`src/rtl/cte_pkg.sv`:
```
package cte_pkg;

    // Capture detector states
    typedef enum logic {
        CAP_WAIT_LOW = 1'b0,
        CAP_ARMED    = 1'b1
    } cap_state_t;

endpackage

```
`src/rtl/cte_wrap_counter.sv`:
```
module cte_wrap_counter #(
    parameter int W = 16
) (
    input  logic         clk,
    input  logic         rst,
    input  logic         inc,
    output logic [W-1:0] q,
    output logic [W-1:0] q_nxt,
    output logic         wrap_now,
    output logic         wrap_pulse
);

    localparam logic [W-1:0] TOP = '1;

    assign wrap_now = inc && (q == TOP);
    assign q_nxt    = inc ? q + W'(1) : q;

    always_ff @(posedge clk) begin
        if (rst) begin
            q          <= '0;
            wrap_pulse <= 1'b0;
        end else begin
            q          <= q_nxt;
            wrap_pulse <= wrap_now;
        end
    end

    // one step per increment request, modulo 2**W
    p_step_r1: assert property (@(posedge clk) disable iff (rst)
        inc |=> (q == $past(q) + W'(1)));

    // no request, no movement
    p_hold_r10: assert property (@(posedge clk) disable iff (rst)
        !inc |=> $stable(q));

    // a wrap pulse is only seen while the count reads zero
    p_wrap_zero_r2: assert property (@(posedge clk) disable iff (rst)
        wrap_pulse |-> (q == '0));

endmodule

```
`src/rtl/cte_cap_fsm.sv`:
```
module cte_cap_fsm
    import cte_pkg::*;
(
    input  logic clk,
    input  logic rst,
    input  logic cap_in,
    output logic fire
);

    cap_state_t state;
    cap_state_t state_nxt;

    // State register
    always_ff @(posedge clk) begin
        if (rst) state <= CAP_WAIT_LOW;
        else     state <= state_nxt;
    end

    // Transitions
    always_comb begin
        state_nxt = state;
        unique case (state)
            CAP_WAIT_LOW: state_nxt = cap_in ? CAP_WAIT_LOW : CAP_ARMED;
            CAP_ARMED:    state_nxt = cap_in ? CAP_WAIT_LOW : CAP_ARMED;
        endcase
    end

    // Outputs
    always_comb begin
        fire = 1'b0;
        unique case (state)
            CAP_WAIT_LOW: fire = 1'b0;
            CAP_ARMED:    fire = cap_in;
        endcase
    end

    // captures never come back to back
    p_gap_r4: assert property (@(posedge clk) disable iff (rst)
        fire |=> !fire);

    // every capture is preceded by a low sample of the input
    p_need_low_r8: assert property (@(posedge clk) disable iff (rst)
        fire |-> !$past(cap_in));

endmodule

```
`src/rtl/cte_cap_regs.sv`:
```
module cte_cap_regs #(
    parameter int LW = 16,
    parameter int HW = 16
) (
    input  logic          clk,
    input  logic          rst,
    input  logic          fire,
    input  logic [LW-1:0] lo_nxt,
    input  logic [HW-1:0] hi_nxt,
    output logic [LW-1:0] cap_lo,
    output logic [HW-1:0] cap_hi,
    output logic          cap_valid
);

    always_ff @(posedge clk) begin
        if (rst) begin
            cap_lo    <= '0;
            cap_hi    <= '0;
            cap_valid <= 1'b0;
        end else begin
            cap_valid <= fire;
            if (fire) begin
                cap_lo <= lo_nxt;
                cap_hi <= hi_nxt;
            end
        end
    end

    // captured pair is frozen between captures
    p_keep_r6: assert property (@(posedge clk) disable iff (rst)
        !fire |=> ($stable(cap_lo) && $stable(cap_hi)));

endmodule

```
`src/rtl/cap_timer_ext.sv`:
```
module cap_timer_ext #(
    parameter int LO_W = 16,
    parameter int HI_W = 16
) (
    input  logic            clk,
    input  logic            rst,
    input  logic            en,
    input  logic            tick,
    input  logic            cap_in,
    output logic [LO_W-1:0] cap_lo,
    output logic [HI_W-1:0] cap_hi,
    output logic            cap_valid,
    output logic            lo_wrap,
    output logic            hi_wrap
);

    logic            advance;
    logic [LO_W-1:0] lo_q;
    logic [LO_W-1:0] lo_nxt;
    logic            lo_wrap_now;
    logic [HI_W-1:0] hi_q;
    logic [HI_W-1:0] hi_nxt;
    logic            hi_wrap_now;
    logic            fire;

    assign advance = en && tick;

    cte_wrap_counter #(.W(LO_W)) i_lo (
        .clk        (clk),
        .rst        (rst),
        .inc        (advance),
        .q          (lo_q),
        .q_nxt      (lo_nxt),
        .wrap_now   (lo_wrap_now),
        .wrap_pulse (lo_wrap)
    );

    cte_wrap_counter #(.W(HI_W)) i_hi (
        .clk        (clk),
        .rst        (rst),
        .inc        (lo_wrap_now),
        .q          (hi_q),
        .q_nxt      (hi_nxt),
        .wrap_now   (hi_wrap_now),
        .wrap_pulse (hi_wrap)
    );

    cte_cap_fsm i_fsm (
        .clk    (clk),
        .rst    (rst),
        .cap_in (cap_in),
        .fire   (fire)
    );

    cte_cap_regs #(.LW(LO_W), .HW(HI_W)) i_regs (
        .clk       (clk),
        .rst       (rst),
        .fire      (fire),
        .lo_nxt    (lo_nxt),
        .hi_nxt    (hi_nxt),
        .cap_lo    (cap_lo),
        .cap_hi    (cap_hi),
        .cap_valid (cap_valid)
    );

    // the captured pair equals the counters right after the capture edge
    p_pair_r5: assert property (@(posedge clk) disable iff (rst)
        fire |=> ((cap_lo == lo_q) && (cap_hi == hi_q) && cap_valid));

    // the high counter can only wrap on a low wrap
    p_hi_follow_r3: assert property (@(posedge clk) disable iff (rst)
        hi_wrap_now |-> lo_wrap_now);

    // enable low freezes both halves
    p_freeze_r10: assert property (@(posedge clk) disable iff (rst)
        !en |=> ($stable(lo_q) && $stable(hi_q)));

endmodule

```
`config.mk`:
```
export PLATFORM = sky130hd
export DESIGN_NAME = cap_timer_ext
export DESIGN_NICKNAME = d
export VERILOG_FILES = /design/src/rtl/cte_pkg.sv /design/src/rtl/cte_wrap_counter.sv /design/src/rtl/cte_cap_fsm.sv /design/src/rtl/cte_cap_regs.sv /design/src/rtl/cap_timer_ext.sv
export SDC_FILE = /design/constraint.sdc
export NUM_CORES = 1
export LEC_CHECK = 0
export ABC_CLOCK_PERIOD_IN_PS = 5000
export BUFFER_PORTS_ARGS = -buffer_cell sky130_fd_sc_hd__buf_2
export CORE_MARGIN = 5
export CORE_UTILIZATION = 49
export CTS_CLUSTER_DIAMETER = 30
export CTS_CLUSTER_SIZE = 10
export DETAILED_ROUTE_END_ITERATION = 10
export PLACE_DENSITY = 0.7
export SKIP_CTS_REPAIR_TIMING = 1
export SYNTH_ARGS = -nofsm -noshare
export SYNTH_HDL_FRONTEND = slang
export SYNTH_SLANG_ARGS = --single-unit
```
`constraint.sdc`:
```
create_clock -name clk -period 5 [get_ports clk]
set_clock_uncertainty 0.05 [all_clocks]
set_input_delay 0.75 -clock clk [delete_from_list [all_inputs] [get_ports clk]]
set_output_delay 0.75 -clock clk [all_outputs]
set_load 0.03 [all_outputs]
```
After elaboration in Yosys (flattened, before gate mapping) --
Cells that the tools add are included.
Storage, ports and cells: register bits 68, input port bits 5, output and inout port bits 35
Cells by class: $add $sub $neg 2, equal/unequal tests 2, mux-type cells 4, bitwise logic cells 1, reductions and logical operators 3
Operators with widths (count):
- adder 16 x 1 -> 16 bit (second input constant) | 2
- == test 16 bit (second input constant) | 2
- 2-to-1 mux 16 bit | 2
- logical AND 1 bit | 3
- one-hot mux 1 bit (2 select lines) | 1
- 2-to-1 mux 1 bit | 1
- inverter 1 bit | 1

Logic depth before layout (Yosys ltp) --
depth in word-level cells 3, gate-level depth with buffers 7, mapped depth without buffers 6

Hierarchy --
A second synthesis with hierarchy kept.
Second synthesis, totals: cell total of the unflattened synthesis 296, area, all modules 2977.9 µm²
By module, submodules not included:
- cte_cap_regs | times used 1, cells an instance 106, area an instance 1202.4 µm²
- cte_wrap_counter at i_lo | times used 1, cells an instance 100, area an instance 900.9 µm²
- cte_wrap_counter at i_hi | times used 1, cells an instance 86, area an instance 838.3 µm²
- cte_cap_fsm | times used 1, cells an instance 3, area an instance 30.0 µm²
- cap_timer_ext | times used 1, cells an instance 1, area an instance 6.3 µm²

Worst setup path before layout --
OpenSTA, ideal clock, no wires.
path type input -> register, from input en, to register i_regs.cap_hi[15], setup time 0.091 ns, data arrival time 1.984 ns, required time 4.859 ns, setup slack 2.875 ns, stages 6, path buffers 1, path through nand4_1 > nor4_2 > buf_4 > nand2_2 > or3_1 > a311oi_1
On the way: longest elaborated chain between the ends 3
Ends and longest elaborated chain:
- from (decl) | RTL line cap_timer_ext.sv:7 | input logic en,
- logical AND 1 bit | RTL line cap_timer_ext.sv:26 | assign advance = en && tick;
- logical AND 1 bit | RTL line cte_wrap_counter.sv:15 | assign wrap_now = inc && (q == TOP);
- 2-to-1 mux 16 bit | RTL line cte_wrap_counter.sv:16 | assign q_nxt = inc ? q + W'(1) : q;
- to (signal assigned) | RTL line cte_cap_regs.sv:24 | cap_hi <= hi_nxt;
- to (decl) | RTL line cte_cap_regs.sv:11 | output logic [HW-1:0] cap_hi,
Every way passes these cells. A chain may end at the register's enable or synchronous reset.

Final worst setup path --
from register i_lo.q[0], to register i_regs.cap_hi[15]
On the way: longest elaborated chain between the ends 3
Ends and longest elaborated chain:
- from (decl) | RTL line cte_wrap_counter.sv:7 | output logic [W-1:0] q,
- from (signal assigned) | RTL line cte_wrap_counter.sv:23 | q <= q_nxt;
- == test 16 bit | RTL line cte_wrap_counter.sv:15
- logical AND 1 bit | RTL line cte_wrap_counter.sv:15
- 2-to-1 mux 16 bit | RTL line cte_wrap_counter.sv:16
Every way passes these cells.

==> results.ini <==
[setup_path]
critPathKind=reg2reg
reg2reg_from=i_lo.q[0]
worstPathRequired_ns=5.21
reg2regPathDepth=6
end_kind=register
path_max_fanout=11
worst_setup_path_start_kind=register
r2r_end=i_regs.cap_hi[15]
cp_data_arrival_time_ns=2.63
r2r_slack_ns=2.58

[timing]
fin_crit_ns=2.42
hold_viol_final=0
fin_crit_sh_pct=48.4
worst_pin_slew_ns=1.08
finalSetupTns_ns=0
postLayoutSetupSlackWorst_ns=2.58
slew_viol_final=0
timing.slew.headroom_pct=28.1
final-setup-viol-count=0
fmaxAchievable_ghz=0.413
rsz0062_at_grt=false
whs_ns=0.442

[grt]
grt_usage_pct=15.1
grt_antenna_before_repair=0
grt_first_pass_wirelength_um=8600
grt_max_degree=66
grt_pass1_vias=1909
grt_overflow=0

[clocking]
numCtsBuffers=9
h-tree-depth=3
cts.sinks=68
cts_root_buf=clkbuf_8
clkTransAtPathRegs_ns=0.07
tritoncts=yes
clock_latency_ns=0.34
clockBufferDepth=2

[logic_synthesis]
synth_compound_area_share_pct=9.75
yosysWarnings=0
synth_top_area_share_pct=51.8
synth_area_leaders=dfxtp_1 (52%), nor2_1 (11%), a211oi_1 (8.6%)
yosys.area_share.simple_pct=23.8
synth_largest_area_cell=dfxtp_1
avgSynthCellArea_um2=9.16
synth-edff-count=0
ys_ff_latch=68
synthArstFlopShare_pct=0
synthCells=287
synthMuxAreaShare_pct=0.761
synth_common_cells=nor2_1 (77), dfxtp_1 (68), a211oi_1 (30)
synth_top_family_by_area=simple AND/OR/NAND/NOR gates
synth.distinct_cells=34
synth_most_common_cell=nor2_1
ys_seq_area_share_pct=51.8
syn_nets=294
synthAdderAreaFrac_pct=0.951
synth.cell_area_um2=2630
synthFlopType=dfxtp_1
yosys.area_share.xor_xnor_pct=9.66

[route]
drc=0
dr.first_iter.drc_count=90
vias=1988
drt-total-wl_um=4860
vias_per_cell=5.01
final_antenna_net_count=0
routedWlPerCell_um=12.3
first_pass_iters=4

[layout]
final-instance-count-excl-fill=397
final_layout_size_suffix_gt1_share_pct=19.3
n_antenna_cell=0
final_util_pct=59.1
final_area_um2=3060
final_nets=329
syn_to_final_growth_pct=16.3

[floorplan]
start_util_pct=50.8
design.die.area_um2=6930
pin_count=40
core_um2=5170
die_h_um=83.3
die_x_um=83.3
fp-row-count=26

[power_and_ir_drop]
p_per_area_nw_per_um2=357
design_power_total_mw=1.09
power_leakage_nw=1.16
irDropWorstVdd_mv=0.226

[run]
maxCapViolCount=0

[placed_design]
place_congestion=0.779
hpwl_um=3330
dp.cells=381
dpl_cell_area_um2=2860
dpl_worst_slack_ns=2.20
numPortBuffers=39

[status]
status=finished clean

[min_path]
holdCritStartpoint=i_hi.q[15]
min_to=i_hi.wrap_pulse
hold_class=reg2reg
hold_depth=2

worst max path at each step:
| stage | start | end | slack [ns] | depth (start not counted) |
|---|---|---|---|---|
| 2_1_floorplan | en | i_regs.cap_hi[15] | 2.88 | 6 |
| 3_3_place_gp | en | i_regs.cap_hi[15] | 2.25 | 6 |
| 3_5_place_dp | en | i_regs.cap_hi[15] | 2.20 | 6 |
| 4_1_cts | i_lo.q[0] | i_regs.cap_hi[15] | 2.52 | 6 |
| 5_1_grt | i_lo.q[0] | i_regs.cap_hi[15] | 2.34 | 6 |
| 6_report | i_lo.q[0] | i_regs.cap_hi[15] | 2.58 | 6 |
layer usage:
metal | wire length (um) | GRT usage [%]
met5 | 0 | 0
met3 | 221 | 4.65
met4 | 114 | 8.02
met1 | 2460 | 19.5
met2 | 2070 | 22.4
flip-flops by register name (all words and copies together), names as in the netlist:
signal	count
i_lo.q	16
i_fsm.state	1
i_hi.wrap_pulse	1
i_regs.cap_hi	16
i_regs.cap_valid	1
i_regs.cap_lo	16
i_lo.wrap_pulse	1
i_hi.q	16
cell type report:
| class | count | area (um2) |
|---|---|---|
| clock buffer | 12 | 155 |
| timing repair buffer | 40 | 203 |
| clock inverter | 4 | 47.5 |
| sequential | 68 | 1360 |
| tap | 70 | 87.6 |
| multi-input combinational | 197 | 1180 |
| fill | 496 | 2110 |
| inverter | 6 | 22.5 |
kinds of logic after synthesis:
logic type	after synthesis
AO/OA/AOI/OAI	34
XOR/XNOR	29
adder cells (fa/ha/maj)	2
buffers and inverters	22
flip-flops	68
multiplexers	2
AND/OR/NAND/NOR	130
critical path: stages, from the launching register on:
cell and delay (ns):
dfxtp_1 0.38, ha_1 0.17, nand4_1 0.15, nor4_2 0.80
nand2_2 0.12, or3_1 0.40, a311oi_1 0.26
cells in the final DEF (no fill, tap or decap), drive strengths merged, types with 3 or more instances in the layout:
master and instances:
nand2 10, nor3 3, inv 6, clkbuf 12, xor2 13, nand4 10
nor4 4, xnor2 16, and3 4, nor2 77, or3 3, dfxtp 68
buf 40, a211oi 31, nand3 11
power breakdown:
part,internal [mW],switching [mW]
clock network,0.256,0.200
logic,0.0211,0.0524
registers,0.555,0.00668
total,0.833,0.259
No activity file was read; power rests on OpenSTA's default activity.
